### src/rtl/tps_pkg.sv
package tps_pkg;
    typedef enum logic [1:0] {
        ASG_WDT    = 2'd0,
        ASG_TMR    = 2'd1,
        ASG_SETTLE = 2'd2
    } asg_state_e;
endpackage

### src/rtl/tps_sync_edge.sv
module tps_sync_edge #(
    parameter int STAGES = 2
) (
    input  logic clk,
    input  logic rst_n,
    input  logic pin,
    input  logic fall_sel,
    output logic edge_pulse
);
    logic [STAGES-1:0] sync_q;
    logic              prev_q;

    always_ff @(posedge clk or negedge rst_n) begin
        if (!rst_n) begin
            sync_q <= '0;
            prev_q <= 1'b0;
        end else begin
            sync_q <= {sync_q[STAGES-2:0], pin};
            prev_q <= sync_q[STAGES-1];
        end
    end

    // Both samples use the current polarity, so flipping fall_sel alone
    // cannot manufacture an edge.
    always_comb begin
        edge_pulse = (sync_q[STAGES-1] ^ fall_sel) & ~(prev_q ^ fall_sel);
    end

    assert_edge_needs_pin_change_R5: assert property (
        @(posedge clk) disable iff (!rst_n)
        edge_pulse |-> (sync_q[STAGES-1] != prev_q));
endmodule

### src/rtl/tps_assign_fsm.sv
module tps_assign_fsm #(
    parameter int RATE_W = 3
) (
    input  logic              clk,
    input  logic              rst_n,
    input  logic              psa_wdt,
    input  logic [RATE_W-1:0] rate,
    input  logic              wdt_clear,
    output logic              presc_clr,
    output logic              to_wdt,
    output logic              to_tmr
);
    import tps_pkg::*;

    asg_state_e        state_q, state_d;
    logic              psa_q;
    logic [RATE_W-1:0] rate_q;
    logic              cfg_change;

    always_comb begin
        cfg_change = (psa_wdt != psa_q) || (rate != rate_q);
    end

    always_comb begin
        state_d = state_q;
        unique case (state_q)
            ASG_WDT:    if (cfg_change) state_d = ASG_SETTLE;
            ASG_TMR:    if (cfg_change) state_d = ASG_SETTLE;
            ASG_SETTLE: if (!cfg_change) state_d = psa_wdt ? ASG_WDT : ASG_TMR;
            default:    state_d = ASG_SETTLE;
        endcase
    end

    always_ff @(posedge clk or negedge rst_n) begin
        if (!rst_n) begin
            state_q <= ASG_WDT;
            psa_q   <= 1'b1;
            rate_q  <= '0;
        end else begin
            state_q <= state_d;
            psa_q   <= psa_wdt;
            rate_q  <= rate;
        end
    end

    always_comb begin
        presc_clr = cfg_change;
        to_wdt    = 1'b0;
        to_tmr    = 1'b0;
        unique case (state_q)
            ASG_WDT: begin
                to_wdt = !cfg_change;
                if (wdt_clear) presc_clr = 1'b1;
            end
            ASG_TMR: begin
                to_tmr = !cfg_change;
            end
            ASG_SETTLE: begin
                presc_clr = 1'b1;
            end
            default: begin
                presc_clr = 1'b1;
            end
        endcase
    end

    assert_change_settles_R9: assert property (
        @(posedge clk) disable iff (!rst_n)
        cfg_change |=> (state_q == ASG_SETTLE));

    assert_settle_no_owner_R9: assert property (
        @(posedge clk) disable iff (!rst_n)
        (state_q == ASG_SETTLE) |-> (!to_wdt && !to_tmr));
endmodule

### src/rtl/tps_prescaler.sv
module tps_prescaler #(
    parameter int W = 8
) (
    input  logic         clk,
    input  logic         rst_n,
    input  logic         clr,
    input  logic         tick,
    input  logic [W-1:0] mask,
    output logic         out
);
    logic [W-1:0] cnt_q;

    always_ff @(posedge clk or negedge rst_n) begin
        if (!rst_n)      cnt_q <= '0;
        else if (clr)    cnt_q <= '0;
        else if (tick)   cnt_q <= cnt_q + 1'b1;
    end

    always_comb begin
        out = tick && !clr && ((cnt_q & mask) == mask);
    end

    assert_clear_empties_R11: assert property (
        @(posedge clk) disable iff (!rst_n)
        clr |=> (cnt_q == '0));
endmodule

### src/rtl/tps_watchdog.sv
module tps_watchdog #(
    parameter int LIMIT = 16
) (
    input  logic clk,
    input  logic rst_n,
    input  logic clr,
    input  logic inc,
    output logic reset_req
);
    localparam int CW = $clog2(LIMIT + 1);
    localparam logic [CW-1:0] LAST = CW'(LIMIT - 1);

    logic [CW-1:0] cnt_q;

    always_ff @(posedge clk or negedge rst_n) begin
        if (!rst_n) begin
            cnt_q     <= '0;
            reset_req <= 1'b0;
        end else if (clr) begin
            cnt_q     <= '0;
            reset_req <= 1'b0;
        end else if (inc) begin
            if (cnt_q == LAST) begin
                cnt_q     <= '0;
                reset_req <= 1'b1;
            end else begin
                cnt_q     <= cnt_q + 1'b1;
                reset_req <= 1'b0;
            end
        end else begin
            reset_req <= 1'b0;
        end
    end

    assert_reset_single_cycle_R6: assert property (
        @(posedge clk) disable iff (!rst_n)
        reset_req |=> !reset_req);

    assert_clear_restarts_R8: assert property (
        @(posedge clk) disable iff (!rst_n)
        clr |=> (cnt_q == '0 && !reset_req));
endmodule

### src/rtl/tps_timer.sv
module tps_timer #(
    parameter int W = 8
) (
    input  logic         clk,
    input  logic         rst_n,
    input  logic         inc,
    output logic [W-1:0] value,
    output logic         ovf
);
    always_ff @(posedge clk or negedge rst_n) begin
        if (!rst_n) begin
            value <= '0;
            ovf   <= 1'b0;
        end else begin
            ovf <= inc && (value == '1);
            if (inc) value <= value + 1'b1;
        end
    end

    assert_wrap_reads_zero_R10: assert property (
        @(posedge clk) disable iff (!rst_n)
        ovf |-> (value == '0));
endmodule

### src/rtl/tmr_wdt_prescaler.sv
module tmr_wdt_prescaler #(
    parameter int PS_W        = 8,
    parameter int RATE_W      = 3,
    parameter int TMR_W       = 8,
    parameter int WDT_LIMIT   = 16,
    parameter int SYNC_STAGES = 2
) (
    input  logic              clk,
    input  logic              rst_n,
    input  logic              wdt_tick,
    input  logic              ext_pin,
    input  logic              src_ext,
    input  logic              edge_fall,
    input  logic              psa_wdt,
    input  logic [RATE_W-1:0] rate,
    input  logic              wdt_clear,
    output logic [TMR_W-1:0]  tmr_value,
    output logic              tmr_ovf,
    output logic              wdt_reset
);
    logic [PS_W:0]   tmr_div, wdt_div;
    logic [PS_W-1:0] ps_mask;
    logic            pin_edge, tmr_src, ps_tick, ps_out;
    logic            presc_clr, to_wdt, to_tmr;
    logic            tmr_inc, wdt_inc;

    tps_sync_edge #(.STAGES(SYNC_STAGES)) u_edge (
        .clk(clk), .rst_n(rst_n), .pin(ext_pin),
        .fall_sel(edge_fall), .edge_pulse(pin_edge)
    );

    tps_assign_fsm #(.RATE_W(RATE_W)) u_fsm (
        .clk(clk), .rst_n(rst_n), .psa_wdt(psa_wdt), .rate(rate),
        .wdt_clear(wdt_clear), .presc_clr(presc_clr),
        .to_wdt(to_wdt), .to_tmr(to_tmr)
    );

    always_comb begin
        tmr_div = (PS_W+1)'(2) << rate;
        wdt_div = (PS_W+1)'(1) << rate;
        ps_mask = psa_wdt ? PS_W'(wdt_div - 1'b1) : PS_W'(tmr_div - 1'b1);
        tmr_src = src_ext ? pin_edge : 1'b1;
        ps_tick = psa_wdt ? wdt_tick : tmr_src;
    end

    tps_prescaler #(.W(PS_W)) u_ps (
        .clk(clk), .rst_n(rst_n), .clr(presc_clr), .tick(ps_tick),
        .mask(ps_mask), .out(ps_out)
    );

    always_comb begin
        if (to_tmr)       tmr_inc = ps_out;
        else if (psa_wdt) tmr_inc = tmr_src;
        else              tmr_inc = 1'b0;

        if (to_wdt)        wdt_inc = (rate == '0) ? wdt_tick : ps_out;
        else if (!psa_wdt) wdt_inc = wdt_tick;
        else               wdt_inc = 1'b0;
    end

    tps_timer #(.W(TMR_W)) u_tmr (
        .clk(clk), .rst_n(rst_n), .inc(tmr_inc),
        .value(tmr_value), .ovf(tmr_ovf)
    );

    tps_watchdog #(.LIMIT(WDT_LIMIT)) u_wdt (
        .clk(clk), .rst_n(rst_n), .clr(wdt_clear), .inc(wdt_inc),
        .reset_req(wdt_reset)
    );

    assert_owner_exclusive_R9: assert property (
        @(posedge clk) disable iff (!rst_n)
        !(to_wdt && to_tmr));
endmodule

### config.mk
export PLATFORM = sky130hd
export DESIGN_NAME = tmr_wdt_prescaler
export DESIGN_NICKNAME = d
export VERILOG_FILES = /design/src/rtl/tps_pkg.sv /design/src/rtl/tps_sync_edge.sv /design/src/rtl/tps_assign_fsm.sv /design/src/rtl/tps_prescaler.sv /design/src/rtl/tps_watchdog.sv /design/src/rtl/tps_timer.sv /design/src/rtl/tmr_wdt_prescaler.sv
export SDC_FILE = /design/constraint.sdc
export NUM_CORES = 1
export LEC_CHECK = 0
export ABC_CLOCK_PERIOD_IN_PS = 4150
export BUFFER_PORTS_ARGS = -buffer_cell sky130_fd_sc_hd__buf_2
export CORE_MARGIN = 4
export CORE_UTILIZATION = 45
export DETAILED_ROUTE_END_ITERATION = 16
export PLACE_DENSITY = 0.6
export RECOVER_POWER = 50
export REMOVE_ABC_BUFFERS = 1
export SYNTH_ARGS = -nofsm -noshare
export SYNTH_HDL_FRONTEND = slang
export SYNTH_SLANG_ARGS = --single-unit
### constraint.sdc
create_clock -name clk -period 4.15 [get_ports clk]
set_input_delay 0.415 -clock clk [delete_from_list [all_inputs] [get_ports clk]]
set_output_delay 0.415 -clock clk [all_outputs]
set_load 0.03 [all_outputs]
After elaboration in Yosys (flattened, before gate mapping):

Cells that the tools add are included.

* bits in registers: 32
* input port bits: 11

* shift-type cells: 2
* equal/unequal tests: 9
* bitwise operators: 5
* mux-type cells: 24
* add/sub/neg operators: 5
* reductions and logical operators: 12

Operators with widths (count)
* $mux W8: 3
* $add A8 B1 Y8 const B: 2
* $sub A8 B1 Y8 const B: 2
* $mux W5: 3
* $mux W1: 14
* $and A8 B8 Y8: 1
* $eq A8 B8 Y1: 1
* $eq A8 B8 Y1 const B: 1
* $shl A1 B3 Y8 const A: 1
* $shl A2 B3 Y8 const A: 1
* $add A5 B1 Y5 const B: 1
* $eq A5 B4 Y1 const B: 1
* $mux W2: 2
* $pmux W2 S2: 1
* $reduce_bool A2 Y1: 2
* $logic_and A1 B1 Y1: 3
* $logic_not A3 Y1: 1
* $ne A3 B3 Y1: 1
* $eq A2 B1 Y1 const B: 1
* $eq A2 B2 Y1 const B: 1
* $logic_not A1 Y1: 2
* $logic_not A2 Y1: 1
* $ne A2 B1 Y1 const B: 1
* $ne A2 B2 Y1 const B: 1
* 8 further kinds: 9

Logic depth before layout (Yosys ltp):

* depth after elaboration: 11
* mapped depth: 12
* depth with buffers taken out: 11

Hierarchy:

Synthesis repeated with hierarchy kept, for this count alone.

* cell total of the unflattened synthesis: 182
* area total of the unflattened synthesis: 1793.0 µm²

By module, submodules not included
* tps_prescaler: times used 1, cells an instance 49, area an instance 451.7 µm², sequential area each 200.2 µm²
* tps_timer: times used 1, cells an instance 31, area an instance 384.1 µm², sequential area each 225.2 µm²
* tmr_wdt_prescaler: times used 1, cells an instance 49, area an instance 326.6 µm², sequential area each 0.0 µm²
* tps_watchdog: times used 1, cells an instance 27, area an instance 285.3 µm², sequential area each 150.1 µm²
* tps_assign_fsm: times used 1, cells an instance 20, area an instance 247.7 µm², sequential area each 151.4 µm²
* tps_sync_edge: times used 1, cells an instance 6, area an instance 97.6 µm², sequential area each 75.1 µm²

Least setup slack after synthesis:

OpenSTA, ideal clock, no wires.

* path type: input -> register
* start point: input port psa_wdt
* end point: register u_wdt.cnt_q[2]
* data required time: 4.073 ns
* stages on the path: 12
* setup time: 0.077 ns
* slack: 1.266 ns
* arrival time: 2.806 ns
* cells stage by stage: inv_1 > ha_1 > buf_4 > nand2_1 > ha_1 > inv_1 > o311a_1 > a211oi_1 > o2111ai_2 > o31a_1 > or3_1 > a21oi_1

* longest elaborated chain between the ends: 10
* elaborated cells on any way between the ends: 17
* classes of those cells: eq/ne: 2; mux: 8; bitwise: 1; reduce/logical: 6

RTL lines
* from (decl): RTL line tmr_wdt_prescaler.sv:14 `input logic psa_wdt,`
* $ne A1 B1 Y1: RTL line tps_assign_fsm.sv:21 `cfg_change = (psa_wdt != psa_q) || (rate != rate_q);`
* $logic_or A1 B1 Y1: RTL line tps_assign_fsm.sv:21
* $mux W1: RTL line tps_assign_fsm.sv:53 `if (wdt_clear) presc_clr = 1'b1;`
* $pmux W1 S2: RTL line tps_assign_fsm.sv:50 `unique case (state_q)`
* $logic_not A1 Y1: RTL line tps_prescaler.sv:20 `out = tick && !clr && ((cnt_q & mask) == mask);`
* $logic_and A1 B1 Y1 (2 in a row): RTL line tps_prescaler.sv:20
* $mux W1: RTL line tmr_wdt_prescaler.sv:56 `if (to_wdt) wdt_inc = (rate == '0) ? wdt_tick : ps_out;`
* $mux W1 *: RTL line tmr_wdt_prescaler.sv:56
* $reduce_bool A2 Y1 (no line) *
* to (signal assigned): RTL line tps_watchdog.sv:27 `cnt_q <= cnt_q + 1'b1;`
* to (decl): RTL line tps_watchdog.sv:13 `logic [CW-1:0] cnt_q;`

Every way passes the cells marked *; elsewhere a longest branch is shown, timed or not.
A chain may end at the register's enable or synchronous reset.

Final worst setup path:

Ends and elaborated chain as after synthesis.

==> flow_metrics.env <==
export IMPL_worst_slew_pin_transition_ps=1670
export IMPL_min_path_type="input port to register"
export IMPL_grt_max_degree=33
export IMPL_cts_sinks=32
export IMPL_path_class="input port to register"
export IMPL_grt_antenna_before_repair=0
export IMPL_mostFrequentLayoutCells="dfrtp_1, buf_2, nor2_1"
export IMPL_postPlaceCellArea_um2=1920
export IMPL_max_cap_viol_count=1
export IMPL_ys_warnings_count=0
export IMPL_worstPathMaxFanout=11
export IMPL_design_area_um2=2020
export IMPL_slew_violations=33
export IMPL_clk_latency_ps=280
export IMPL_cts_tree="yes"
export IMPL_num_vias=1397
export IMPL_ctsResizeCount=0
export IMPL_area_growth_synth_to_final_pct=12.2
export IMPL_synthFlopType="dfrtp_1"
export IMPL_ant_nets=0
export IMPL_core_area_um2=3770
export IMPL_setup_slack_ps=952
export IMPL_relSlewSlack=-0.116
export IMPL_required_ps=4350
export IMPL_startpoint_type="input port"
export IMPL_synth_top_family_by_area="simple AND/OR/NAND/NOR gates"
export IMPL_yosys_area_share_simple=0.207
export IMPL_fmax_mhz=313
export IMPL_netlist_cell_type_count=56
export IMPL_layout_commonest_cell="dfrtp_1"
export IMPL_drc=0
export IMPL_fin_crit_ps=3200
export IMPL_viasPerCell=5.70
export IMPL_status="complete, but fails checks"
export IMPL_power_leakage_nw=0.885
export IMPL_placedCellCount=237
export IMPL_synth_compound_area_frac=0.162
export IMPL_r2r_setup_slack_ps=1890
export IMPL_syn_cell_area_um2=1800
export IMPL_power_density_nw_per_um2=431
export IMPL_n_antenna_cell=0
export IMPL_cts_root_buf="clkbuf_8"
export IMPL_dieArea_um2=5080
export IMPL_grtUsageTotal=0.154
export IMPL_detail_route_wl_per_cell_um=14.7
export IMPL_numCtsBuffers=5
export IMPL_dp_slack_ps=817
export IMPL_dp_hpwl_um=2620
export IMPL_grt_pass1_wl_um=6230
export IMPL_setup_viol=0
export IMPL_synth_edf_count=0
export IMPL_p_total_w=0.000872
export IMPL_drive_gt1_frac=0.188
export IMPL_port_buffers=20
export IMPL_drt_total_wl_um=3590
export IMPL_rsz0062_at_grt="false"
export IMPL_initial_utilization=0.478
export IMPL_synth_avg_cell_area_um2=10.4
export IMPL_nets=213
export IMPL_fin_cells=245
export IMPL_synthMuxAreaShare=0.0173
export IMPL_synth_fa_ha_area_frac=0.0416
export IMPL_holdBufCountCts=0
export IMPL_ios=21
export IMPL_synthArstFlopShare=1.00
export IMPL_htree_levels=2
export IMPL_hold_viol_final=0
export IMPL_tns_ps=0
export IMPL_yosys_area_share_xor_xnor=0.0874
export IMPL_violations="capacitance limit, slew limit"
export IMPL_yosysSeqAreaShare=0.445
export IMPL_synth_seq_cells=32
export IMPL_path_clk_slew_ps=70
export IMPL_end_kind="register"
export IMPL_critPathArrivalTime_ps=3400
export IMPL_postCtsSetupBuffers=0
export IMPL_drt_first_pass_iters=4
export IMPL_synthCells=173
export IMPL_finalCritPeriodShare=0.771
export IMPL_cts_max_path_buffers=2
export IMPL_fin_worst_skew_ps=5.71
export IMPL_drtIter0Drc=95
export IMPL_hold_depth=1
export IMPL_grt_pass1_vias=1374
export IMPL_rows=22
export IMPL_reg2reg_depth=6
export IMPL_die_h_um=71.3
export IMPL_gp_congestion=0.851
export IMPL_overflow=0
export IMPL_vdd_drop_max_v=0.000376
export IMPL_die_width_um=71.3
-- per-layer routing --
layer | global-route usage | up-vias | part of all wire
met1 | 0.212 | 668 | 0.46
met3 | 0.0519 | 6 | 0.069
met5 | 0 | - | 0
met2 | 0.234 | 46 | 0.46
met4 | 0.0418 | 0 | 0.012
li1 | - | 677 | -
-- worst paths after layout --
path                                   from          endpoint
setup / recovery                    psa_wdt    u_wdt.cnt_q[2]
hold / removal                      ext_pin  u_edge.sync_q[0]
setup reg to reg              u_edge.prev_q    u_wdt.cnt_q[2]
hold reg to reg            u_edge.sync_q[0]  u_edge.sync_q[1]
max in group asynchronous             rst_n    u_tmr.value[5]
min in group asynchronous             rst_n   u_fsm.rate_q[1]
-- Yosys cell counts, drive strengths merged, types with 2 or more instances --
master   instances  area, um^2
o311a            2        20.0
a21o             2        16.3
inv              8        30.0
dfrtp           31         776
ha               6        75.1
nor3             3        15.0
and3             5        31.3
and2             2        12.5
a21oi            7        35.0
o2111ai          2        23.8
and2b            3        26.3
nor2            14        52.6
o21ai            5        28.8
xor2             5        43.8
a31oi            2        12.5
nand2            9        33.8
o31ai            2        15.0
nor4             3        25.0
nor2b            2        12.5
xnor2           13         114
nand3b           2        15.0
nand4            6        37.5
mux2i            2        20.0
buf              4        41.3
or3              3        20.0
nand3            8        40.0
-- registers in the layout, indices dropped and copies added, names as in the netlist --
register,flops
u_fsm.rate_q,3
u_ps.cnt_q,8
u_edge.sync_q,2
u_tmr.value,8
u_fsm.psa_q,1
u_fsm.state_q,2
u_wdt.reset_req,1
u_edge.prev_q,1
u_tmr.ovf,1
u_wdt.cnt_q,5
-- cells by family (layout without fill, tap and decap cells) --
| logic type | count (synthesis) | in the layout |
|---|---|---|
| compound gates | 36 | 36 |
| fa+ha+maj | 6 | 6 |
| buf+inv | 12 | 36 |
| mux | 3 | 3 |
| simple gates | 66 | 66 |
| flops | 32 | 32 |
| xor+xnor | 18 | 18 |
-- per-stage QoR --
step | utilization | hold WS, ps
after global placement | 0.510 | 341
after detailed placement | 0.510 | 349
after global routing | 0.536 | 231
after CTS | 0.538 | 207
after floorplan | - | 119
final | 0.536 | 237
-- power breakdown --
part           switching, W  leakage (nW)  total, W  internal (W)
Clock              0.000114        0.0552  0.000292      0.000178
Combinational      0.000126         0.416  0.000198     0.0000722
Sequential        0.0000367         0.414  0.000381      0.000344
Total              0.000277         0.885  0.000872      0.000594
-- critical path, cell delays in order --
cell and delay (ps):
clkbuf_1 200, inv_1 170, ha_1 500, nand2_1 100, ha_1 270, nor4b_1 170, a41o_1 230, a211oi_1 260
o2111ai_2 170, o31a_1 430, or3_1 330, a21oi_1 150
-- cell type report --
class / count / area (um^2)
flip-flops and latches: 32 / 802
clock buffers: 6 / 72.6
well taps: 48 / 60.1
fillers: 331 / 1750
multi-input cells: 129 / 930
clock inverters: 2 / 35.0
repair buffers: 20 / 93.8
inverters: 8 / 30.0
Note: power is estimated with default switching activity, not from simulation.
